**config.mk**
```make
export PLATFORM = sky130hd
export DESIGN_NAME = portPartition
export DESIGN_NICKNAME = d
export VERILOG_FILES = /design/src/rtl/partPkg.sv /design/src/rtl/partDatapath.sv /design/src/rtl/partControl.sv /design/src/rtl/portPartition.sv
export SDC_FILE = /design/constraint.sdc
export NUM_CORES = 1
export LEC_CHECK = 0
export BUFFER_PORTS_ARGS = -buffer_cell sky130_fd_sc_hd__buf_2
export CELL_PAD_IN_SITES_DETAIL_PLACEMENT = 0
export CELL_PAD_IN_SITES_GLOBAL_PLACEMENT = 1
export CORE_UTILIZATION = 30
export CTS_BUF_LIST = sky130_fd_sc_hd__clkbuf_4 sky130_fd_sc_hd__clkbuf_8
export CTS_CLUSTER_DIAMETER = 30
export CTS_CLUSTER_SIZE = 14
export DETAILED_ROUTE_END_ITERATION = 16
export HOLD_SLACK_MARGIN = 0.12
export PLACE_DENSITY = 0.63
export SKIP_CTS_REPAIR_TIMING = 1
export SYNTH_ARGS = -nofsm -noshare
export SYNTH_HDL_FRONTEND = slang
export SYNTH_SLANG_ARGS = --single-unit
```
**constraint.sdc**
```tcl
create_clock -name clk -period 2.6 [get_ports clk]
set_clock_uncertainty 0.05 [all_clocks]
set_input_delay 0.13 -clock clk [delete_from_list [all_inputs] [get_ports clk]]
set_output_delay 0.13 -clock clk [all_outputs]
set_load 0.005 [all_outputs]
```
**src/rtl/partPkg.sv**
```systemverilog
package partPkg;
  // strobes from control to datapath
  typedef struct packed {
    logic clrEntry;    // hold the entry-detection counters at zero
    logic partActive;  // port is partitioned
  } ctlStrobeT;

  // events from datapath to control
  typedef struct packed {
    logic retryTrip;   // consecutive collided attempt limit reached
    logic longTrip;    // collision outlasted its limit
    logic cleanDone;   // attempt finished with a clean opening window
  } dpEventT;

  typedef enum logic {ST_NORMAL = 1'b0, ST_PART = 1'b1} partStateT;
endpackage

```
**src/rtl/partDatapath.sv**
```systemverilog
module partDatapath
  import partPkg::*;
#(
  parameter int RETRY_LIMIT = 32,
  parameter int LONG_COL    = 2048,
  parameter int WINDOW      = 512,
  parameter int BLINK_LEN   = 8
) (
  input  logic      clk,
  input  logic      rstN,
  input  logic      colDet,
  input  logic      txStart,
  input  logic      txRetry,
  input  logic      txEnd,
  input  logic      bitTick,
  input  logic      slowTick,
  input  ctlStrobeT strb,
  output dpEventT   evt,
  output logic      blinkOn
);
  localparam int RW = $clog2(RETRY_LIMIT + 1);
  localparam int DW = $clog2(LONG_COL + 2);
  localparam int WW = $clog2(WINDOW + 1);
  localparam int BW = (BLINK_LEN > 1) ? $clog2(BLINK_LEN) : 1;
  localparam logic [RW-1:0] RETRY_LAST = RW'(RETRY_LIMIT - 1);
  localparam logic [RW-1:0] RETRY_MAX  = RW'(RETRY_LIMIT);
  localparam logic [DW-1:0] DUR_TRIP   = DW'(LONG_COL);
  localparam logic [DW-1:0] DUR_MAX    = DW'(LONG_COL + 1);
  localparam logic [WW-1:0] WIN_END    = WW'(WINDOW);
  localparam logic [BW-1:0] BLINK_LAST = BW'(BLINK_LEN - 1);

  logic          attActive, attColl, winClean;
  logic [RW-1:0] retryCnt;
  logic [DW-1:0] durCnt;
  logic [WW-1:0] winCnt;
  logic [BW-1:0] blinkPhase;
  logic          collidedNow, inWindow;

  assign collidedNow = attColl | colDet;
  assign inWindow    = (winCnt < WIN_END);

  // attempt tracking
  always_ff @(posedge clk or negedge rstN) begin
    if (!rstN) begin
      attActive <= 1'b0;
      attColl   <= 1'b0;
    end else begin
      if (txStart)      attActive <= 1'b1;
      else if (txEnd)   attActive <= 1'b0;
      if (txStart)                  attColl <= 1'b0;
      else if (colDet && attActive) attColl <= 1'b1;
    end
  end

  // consecutive collided attempts
  always_ff @(posedge clk or negedge rstN) begin
    if (!rstN) begin
      retryCnt <= '0;
    end else if (strb.clrEntry) begin
      retryCnt <= '0;
    end else if (txStart && !txRetry) begin
      retryCnt <= '0;
    end else if (txEnd && attActive) begin
      if (!collidedNow)              retryCnt <= '0;
      else if (retryCnt != RETRY_MAX) retryCnt <= retryCnt + 1'b1;
    end
  end

  // collision duration in bit times
  always_ff @(posedge clk or negedge rstN) begin
    if (!rstN) begin
      durCnt <= '0;
    end else if (strb.clrEntry || !colDet) begin
      durCnt <= '0;
    end else if (bitTick && durCnt != DUR_MAX) begin
      durCnt <= durCnt + 1'b1;
    end
  end

  // opening window of the current attempt
  always_ff @(posedge clk or negedge rstN) begin
    if (!rstN) begin
      winCnt   <= '0;
      winClean <= 1'b0;
    end else if (txStart) begin
      winCnt   <= '0;
      winClean <= 1'b1;
    end else if (attActive) begin
      if (colDet && inWindow)  winClean <= 1'b0;
      if (bitTick && inWindow) winCnt   <= winCnt + 1'b1;
    end
  end

  // blink phase generator
  generate
    if (BLINK_LEN > 1) begin : g_blink
      always_ff @(posedge clk or negedge rstN) begin
        if (!rstN)                 blinkPhase <= '0;
        else if (!strb.partActive) blinkPhase <= '0;
        else if (slowTick)         blinkPhase <= (blinkPhase == BLINK_LAST) ? '0 : blinkPhase + 1'b1;
      end
    end else begin : g_noBlink
      assign blinkPhase = '0;
    end
  endgenerate

  assign blinkOn = (blinkPhase == BW'(0)) || (blinkPhase == BW'(2));

  assign evt.retryTrip = !strb.clrEntry && attActive && txEnd && collidedNow
                         && (retryCnt == RETRY_LAST);
  assign evt.longTrip  = !strb.clrEntry && colDet && bitTick && (durCnt == DUR_TRIP);
  assign evt.cleanDone = strb.partActive && attActive && txEnd && winClean
                         && !(colDet && inWindow);

  AST_CNT_CLEARED: assert property (@(posedge clk) disable iff (!rstN)
    strb.clrEntry |=> (retryCnt == '0) && (durCnt == '0));
  AST_DUR_RESTART: assert property (@(posedge clk) disable iff (!rstN)
    !colDet |=> (durCnt == '0));
  AST_RETRY_BOUND: assert property (@(posedge clk) disable iff (!rstN)
    (txEnd && attActive && !collidedNow) |=> (retryCnt == '0));
endmodule

```
**src/rtl/partControl.sv**
```systemverilog
module partControl
  import partPkg::*;
(
  input  logic      clk,
  input  logic      rstN,
  input  logic      partEn,
  input  logic      intMask,
  input  dpEventT   evt,
  output ctlStrobeT strb,
  output logic      partitioned,
  output logic      intEntry,
  output logic      intExit,
  output logic      intCause
);
  partStateT state, stateNext;
  logic enterNow, healthyExit, forcedExit;

  assign enterNow    = (state == ST_NORMAL) && partEn && (evt.retryTrip || evt.longTrip);
  assign forcedExit  = (state == ST_PART) && !partEn;
  assign healthyExit = (state == ST_PART) && partEn && evt.cleanDone;

  always_comb begin
    stateNext = state;
    if (enterNow)                        stateNext = ST_PART;
    else if (forcedExit || healthyExit)  stateNext = ST_NORMAL;
  end

  always_ff @(posedge clk or negedge rstN) begin
    if (!rstN) begin
      state    <= ST_NORMAL;
      intEntry <= 1'b0;
      intExit  <= 1'b0;
      intCause <= 1'b0;
    end else begin
      state    <= stateNext;
      intEntry <= enterNow && !intMask;
      intExit  <= healthyExit && !intMask;
      if (enterNow)                        intCause <= 1'b1;
      else if (forcedExit || healthyExit)  intCause <= 1'b0;
    end
  end

  assign partitioned     = (state == ST_PART);
  assign strb.partActive = (state == ST_PART);
  assign strb.clrEntry   = !partEn || (state == ST_PART);

  AST_NEEDS_ENABLE: assert property (@(posedge clk) disable iff (!rstN)
    !partEn |=> !partitioned);
  AST_ENTRY_IRQ: assert property (@(posedge clk) disable iff (!rstN)
    $rose(partitioned) |-> (intEntry == !$past(intMask)) && intCause);
  AST_EXIT_CAUSE: assert property (@(posedge clk) disable iff (!rstN)
    $fell(partitioned) |-> !intCause);
  AST_IRQ_EXCLUSIVE: assert property (@(posedge clk) disable iff (!rstN)
    $onehot0({intEntry, intExit}));
  AST_FORCED_QUIET: assert property (@(posedge clk) disable iff (!rstN)
    (partitioned && !partEn) |=> !intExit);
endmodule

```
**src/rtl/portPartition.sv**
```systemverilog
module portPartition
  import partPkg::*;
#(
  parameter int RETRY_LIMIT = 32,
  parameter int LONG_COL    = 2048,
  parameter int WINDOW      = 512,
  parameter int BLINK_LEN   = 8
) (
  input  logic clk,
  input  logic rstN,
  input  logic partEn,
  input  logic colDet,
  input  logic txStart,
  input  logic txRetry,
  input  logic txEnd,
  input  logic bitTick,
  input  logic slowTick,
  input  logic intMask,
  output logic partitioned,
  output logic rxInhibit,
  output logic colIgnore,
  output logic intEntry,
  output logic intExit,
  output logic intCause,
  output logic ledPart,
  output logic ledStatus
);
  ctlStrobeT strb;
  dpEventT   evt;
  logic      blinkOn;

  partDatapath #(
    .RETRY_LIMIT(RETRY_LIMIT), .LONG_COL(LONG_COL),
    .WINDOW(WINDOW), .BLINK_LEN(BLINK_LEN)
  ) i_dp (
    .clk(clk), .rstN(rstN), .colDet(colDet), .txStart(txStart),
    .txRetry(txRetry), .txEnd(txEnd), .bitTick(bitTick),
    .slowTick(slowTick), .strb(strb), .evt(evt), .blinkOn(blinkOn)
  );

  partControl i_ctl (
    .clk(clk), .rstN(rstN), .partEn(partEn), .intMask(intMask),
    .evt(evt), .strb(strb), .partitioned(partitioned),
    .intEntry(intEntry), .intExit(intExit), .intCause(intCause)
  );

  assign rxInhibit = partitioned;
  assign colIgnore = partitioned;
  assign ledPart   = partitioned;
  assign ledStatus = partitioned && blinkOn;

  AST_LED_DARK: assert property (@(posedge clk) disable iff (!rstN)
    !partitioned |-> !ledStatus && !ledPart);
endmodule

```
==> run summary <==
In this run the power density over the cells is 471 nW/µm². The depth of the most critical reg-to-reg path is 6. In the final routed layout, each cell accounts on average for 12.6 µm. Summed over all cells, the static leakage comes to 1.04 nW. The max-slew headroom at the worst pin is 45.3%, and the placed wire-length estimate after detailed placement is 2640 µm.

The filler cells instantiated in the layout total 645. The worst hold path begins at txStart. In this run the worst path has a maximum fanout of 5. The average instance in the mapped netlist occupies 9.79 µm². Instance area after placement: 2140 µm². The global-route wire length before repair is 6760 µm, and the number of maximum-capacitance constraint violations is 0.

In the global route stage, overall resource usage came out at 12.1%. Number of global-route vias before repair: 1434. The register bit total from synthesis is 37, and the count of buffering cells on the critical path with inverters included is 1. On the critical path the largest part of the delay comes from simple AND/OR/NAND/NOR gates. Among all flip-flop cells after synthesis, the most frequent one is dfrtp_1.

The logs give 34 for the initial DRC count and 2010 µm² for the summed instance area of the synthesized netlist. The library cell used most frequently in the layout, excluding fill and tap cells, is dfrtp_1. For this run, the top clock speed supported by timing is 0.558 GHz. Compared with the post-synthesis result, the final layout area differs by 14.0%. The portion of the clock cycle consumed by the worst path in the final layout was 68.9%; the required arrival time at the worst endpoint was 2720 ps. The logs give 0 for the total count of hold-check failures in the final report and 0.000159 V for the peak supply drop. The worst setup path is captured at a flop. The worst hold path belongs to the class in -> reg.

For this run, asynchronously set or reset flops after synthesis account for 100%. The worst setup path is launched from a flop. Yosys mapped the design onto 43 distinct sky130hd cell types. Utilization after layout: 35.8%. The number of enable flip-flop cells after synthesis is 0, and the Yosys warning count is 0.

The die is 83.8 µm wide. Routability-driven placement finished with a final weighted congestion of 0.725. Setup repair after global routing left no endpoint under its margin. CTS saw 37 sinks.

The flow ran to the end, and the final reports show no timing, DRC or antenna violations. Of the synthesized area, sequential elements account for 46.1%. Before antenna repair, the detailed router went through 3 iterations. In this run the standard cell core region covers 6390 µm².

Once detail routing completed, the nets flagged for antenna violations numbered 0. The final setup TNS is 0 ps, and the longest individual stage delay on the worst path is 440 ps. Final worst setup slack: 808 ps. In the layout the commonest cells are 37 x dfrtp_1, 25 x nor2_1, 17 x buf_2.

The number of buffers added by the clock tree synthesis step is 5, and the deepest level of the CTS H-tree is 2. The worst register-to-register path begins at i_dp.durCnt[1]$_DFFE_PN0P_. Pin placement for this block handled 18 I/O pins. The tools report the residual DRC count as 0. After clock tree synthesis, the clock-pin slew on the worst setup and hold paths is 80 ps. OpenSTA, run right after detailed placement, puts the worst setup slack at 815 ps. The post-detailed-route via-to-cell ratio came out at 4.89.

The tools report the initial antenna violation count as 0. The clock reaches the later pin of the worst-skew pair after 300 ps. The number of instances in the synthesized netlist came out at 205. TritonCTS built the clock tree.

The die outline height is 83.8 µm. The final critical path time including I/O delays and setup works out to 1790 ps. Walking the worst path, the cells encountered are inv_1, ha_1, or3b_2, o31a_1, mux2i_1, nor2_1.

The clock passes through at most 2 buffers. The floorplan step defined a die boundary enclosing 7020 µm². The worst setup path is of the reg -> reg kind. In this run the tool buffered the top-level ports with 17 buffer cells. After routing the design area is 2290 µm². The root cell of the clock tree was clkbuf_8. The total vias in the final route is 1491, and the number of cells traversed by the worst hold path is 2. Synthesis produced a netlist with a net count of 225.

Power comes to 0.00108 W. The floorplan has 29 rows. The standard cell with the maximum stage delay on the critical path was or3b_2.

The effective utilization at floorplan came out at 31.4%. The maximum number of pins on one net before global-route repair was 38; the antenna cell count was 0. The destination of the worst hold path is i_dp.winCnt[5]$_DFFE_PN0P_. For the worst setup path, the data arrival time is 1920 ps. In this run the worst setup path begins at i_dp.durCnt[1]$_DFFE_PN0P_.

The total congestion overflow after global routing is 0. Setup violations remaining at the end of the flow were counted as 0. The count of pins over their slew limit came out at 0. The register-to-register setup slack is 810 ps, and the pin slew with the least headroom to its limit is 821 ps. The endpoint identified for the worst register-to-register timing path is i_dp.durCnt[1]$_DFFE_PN0P_. Wires add up to 3850 µm.

The number of nets in the layout is 247. The fraction of final layout cells sized beyond drive strength 1 works out to 13.6%.
## per-stage QoR
stage / cells / hold slack [ps]
after floorplan: 205 / -216
after global placement: 291 / 246
after detailed placement: 291 / 235
after CTS: 299 / -87.8
after global routing: 305 / 121
final: 305 / 110
## flip-flops by register name (all words and copies together), names as in the netlist
signal           flops
i_dp.attActive       1
i_dp.blinkPhase      3
i_dp.winClean        1
i_dp.winCnt         10
i_ctl.intExit        1
i_dp.retryCnt        6
i_ctl.intEntry       1
i_dp.attColl         1
i_dp.durCnt         12
i_ctl.intCause       1
## worst max path at each step
| stage | slack (ps) | cells after the start | to |
|---|---|---|---|
| 3_3_place_gp | 830 | 6 | i_dp.durCnt[1]$_DFFE_PN0P_ |
| 4_1_cts | 800 | 6 | i_dp.durCnt[1]$_DFFE_PN0P_ |
| 5_1_grt | 600 | 4 | i_dp.retryCnt[1]$_DFFE_PN0P_ |
| 3_5_place_dp | 810 | 6 | i_dp.durCnt[1]$_DFFE_PN0P_ |
| 2_1_floorplan | 920 | 6 | i_dp.durCnt[1]$_DFFE_PN0P_ |
| 6_report | 810 | 6 | i_dp.durCnt[1]$_DFFE_PN0P_ |
## layer usage
layer / track usage, % / vias to the layer above / wire length [µm]
met5: 0 / - / 0
met4: 6.16 / 0 / 78
met3: 3.36 / 7 / 104
met2: 16.6 / 19 / 1580
met1: 17.1 / 707 / 2090
li1: - / 758 / -
## cells in the mapped netlist, types with 4 or more instances
master   number  area (µm²)
nand2_1      13        48.8
and3_1        6        37.5
nand3_1       8        40.0
nor4_1        4        25.0
nor2b_1       5        31.3
buf_4         4        30.0
dfrtp_1      37         926
inv_1        10        37.5
xor2_1        8        70.1
o21ai_0      10        50.1
xnor2_1       7        61.3
nor2_1       25        93.8
a21oi_1       6        30.0
ha_1         10         125
mux2i_1       4        40.0
nand4_1       7        43.8
nor3_1        6        30.0
## layout make-up
class                      count  area [µm²]  share of cell area [%]
timing repair buffer          23         145                    6.35
inverter                      10        37.5                    1.64
multi-input combinational    150         996                    43.5
clock inverter                 2        10.0                   0.438
clock buffer                   6        76.3                    3.34
tap                           77        96.3                    4.21
sequential                    37         926                    40.5
## power by group
part	switching, W	internal (W)	total (W)
Sequential	0.00000780	0.000583	0.000591
Combinational	0.0000489	0.0000299	0.0000788
Clock	0.000212	0.000196	0.000408
Total	0.000268	0.000810	0.00108
## cells by family (layout without fill, tap and decap cells)
kind of cell,Yosys count,count (layout),share of synthesized area [%]
AND/OR/NAND/NOR,92,92,25.4
flip-flops,37,37,46.1
AO/OA/AOI/OAI,29,29,9.48
buffers and inverters,18,41,4.24
XOR/XNOR,15,15,6.55
adder cells (fa/ha/maj),10,10,6.23
multiplexers,4,4,2.00
Power figures use the tool's default switching activity.
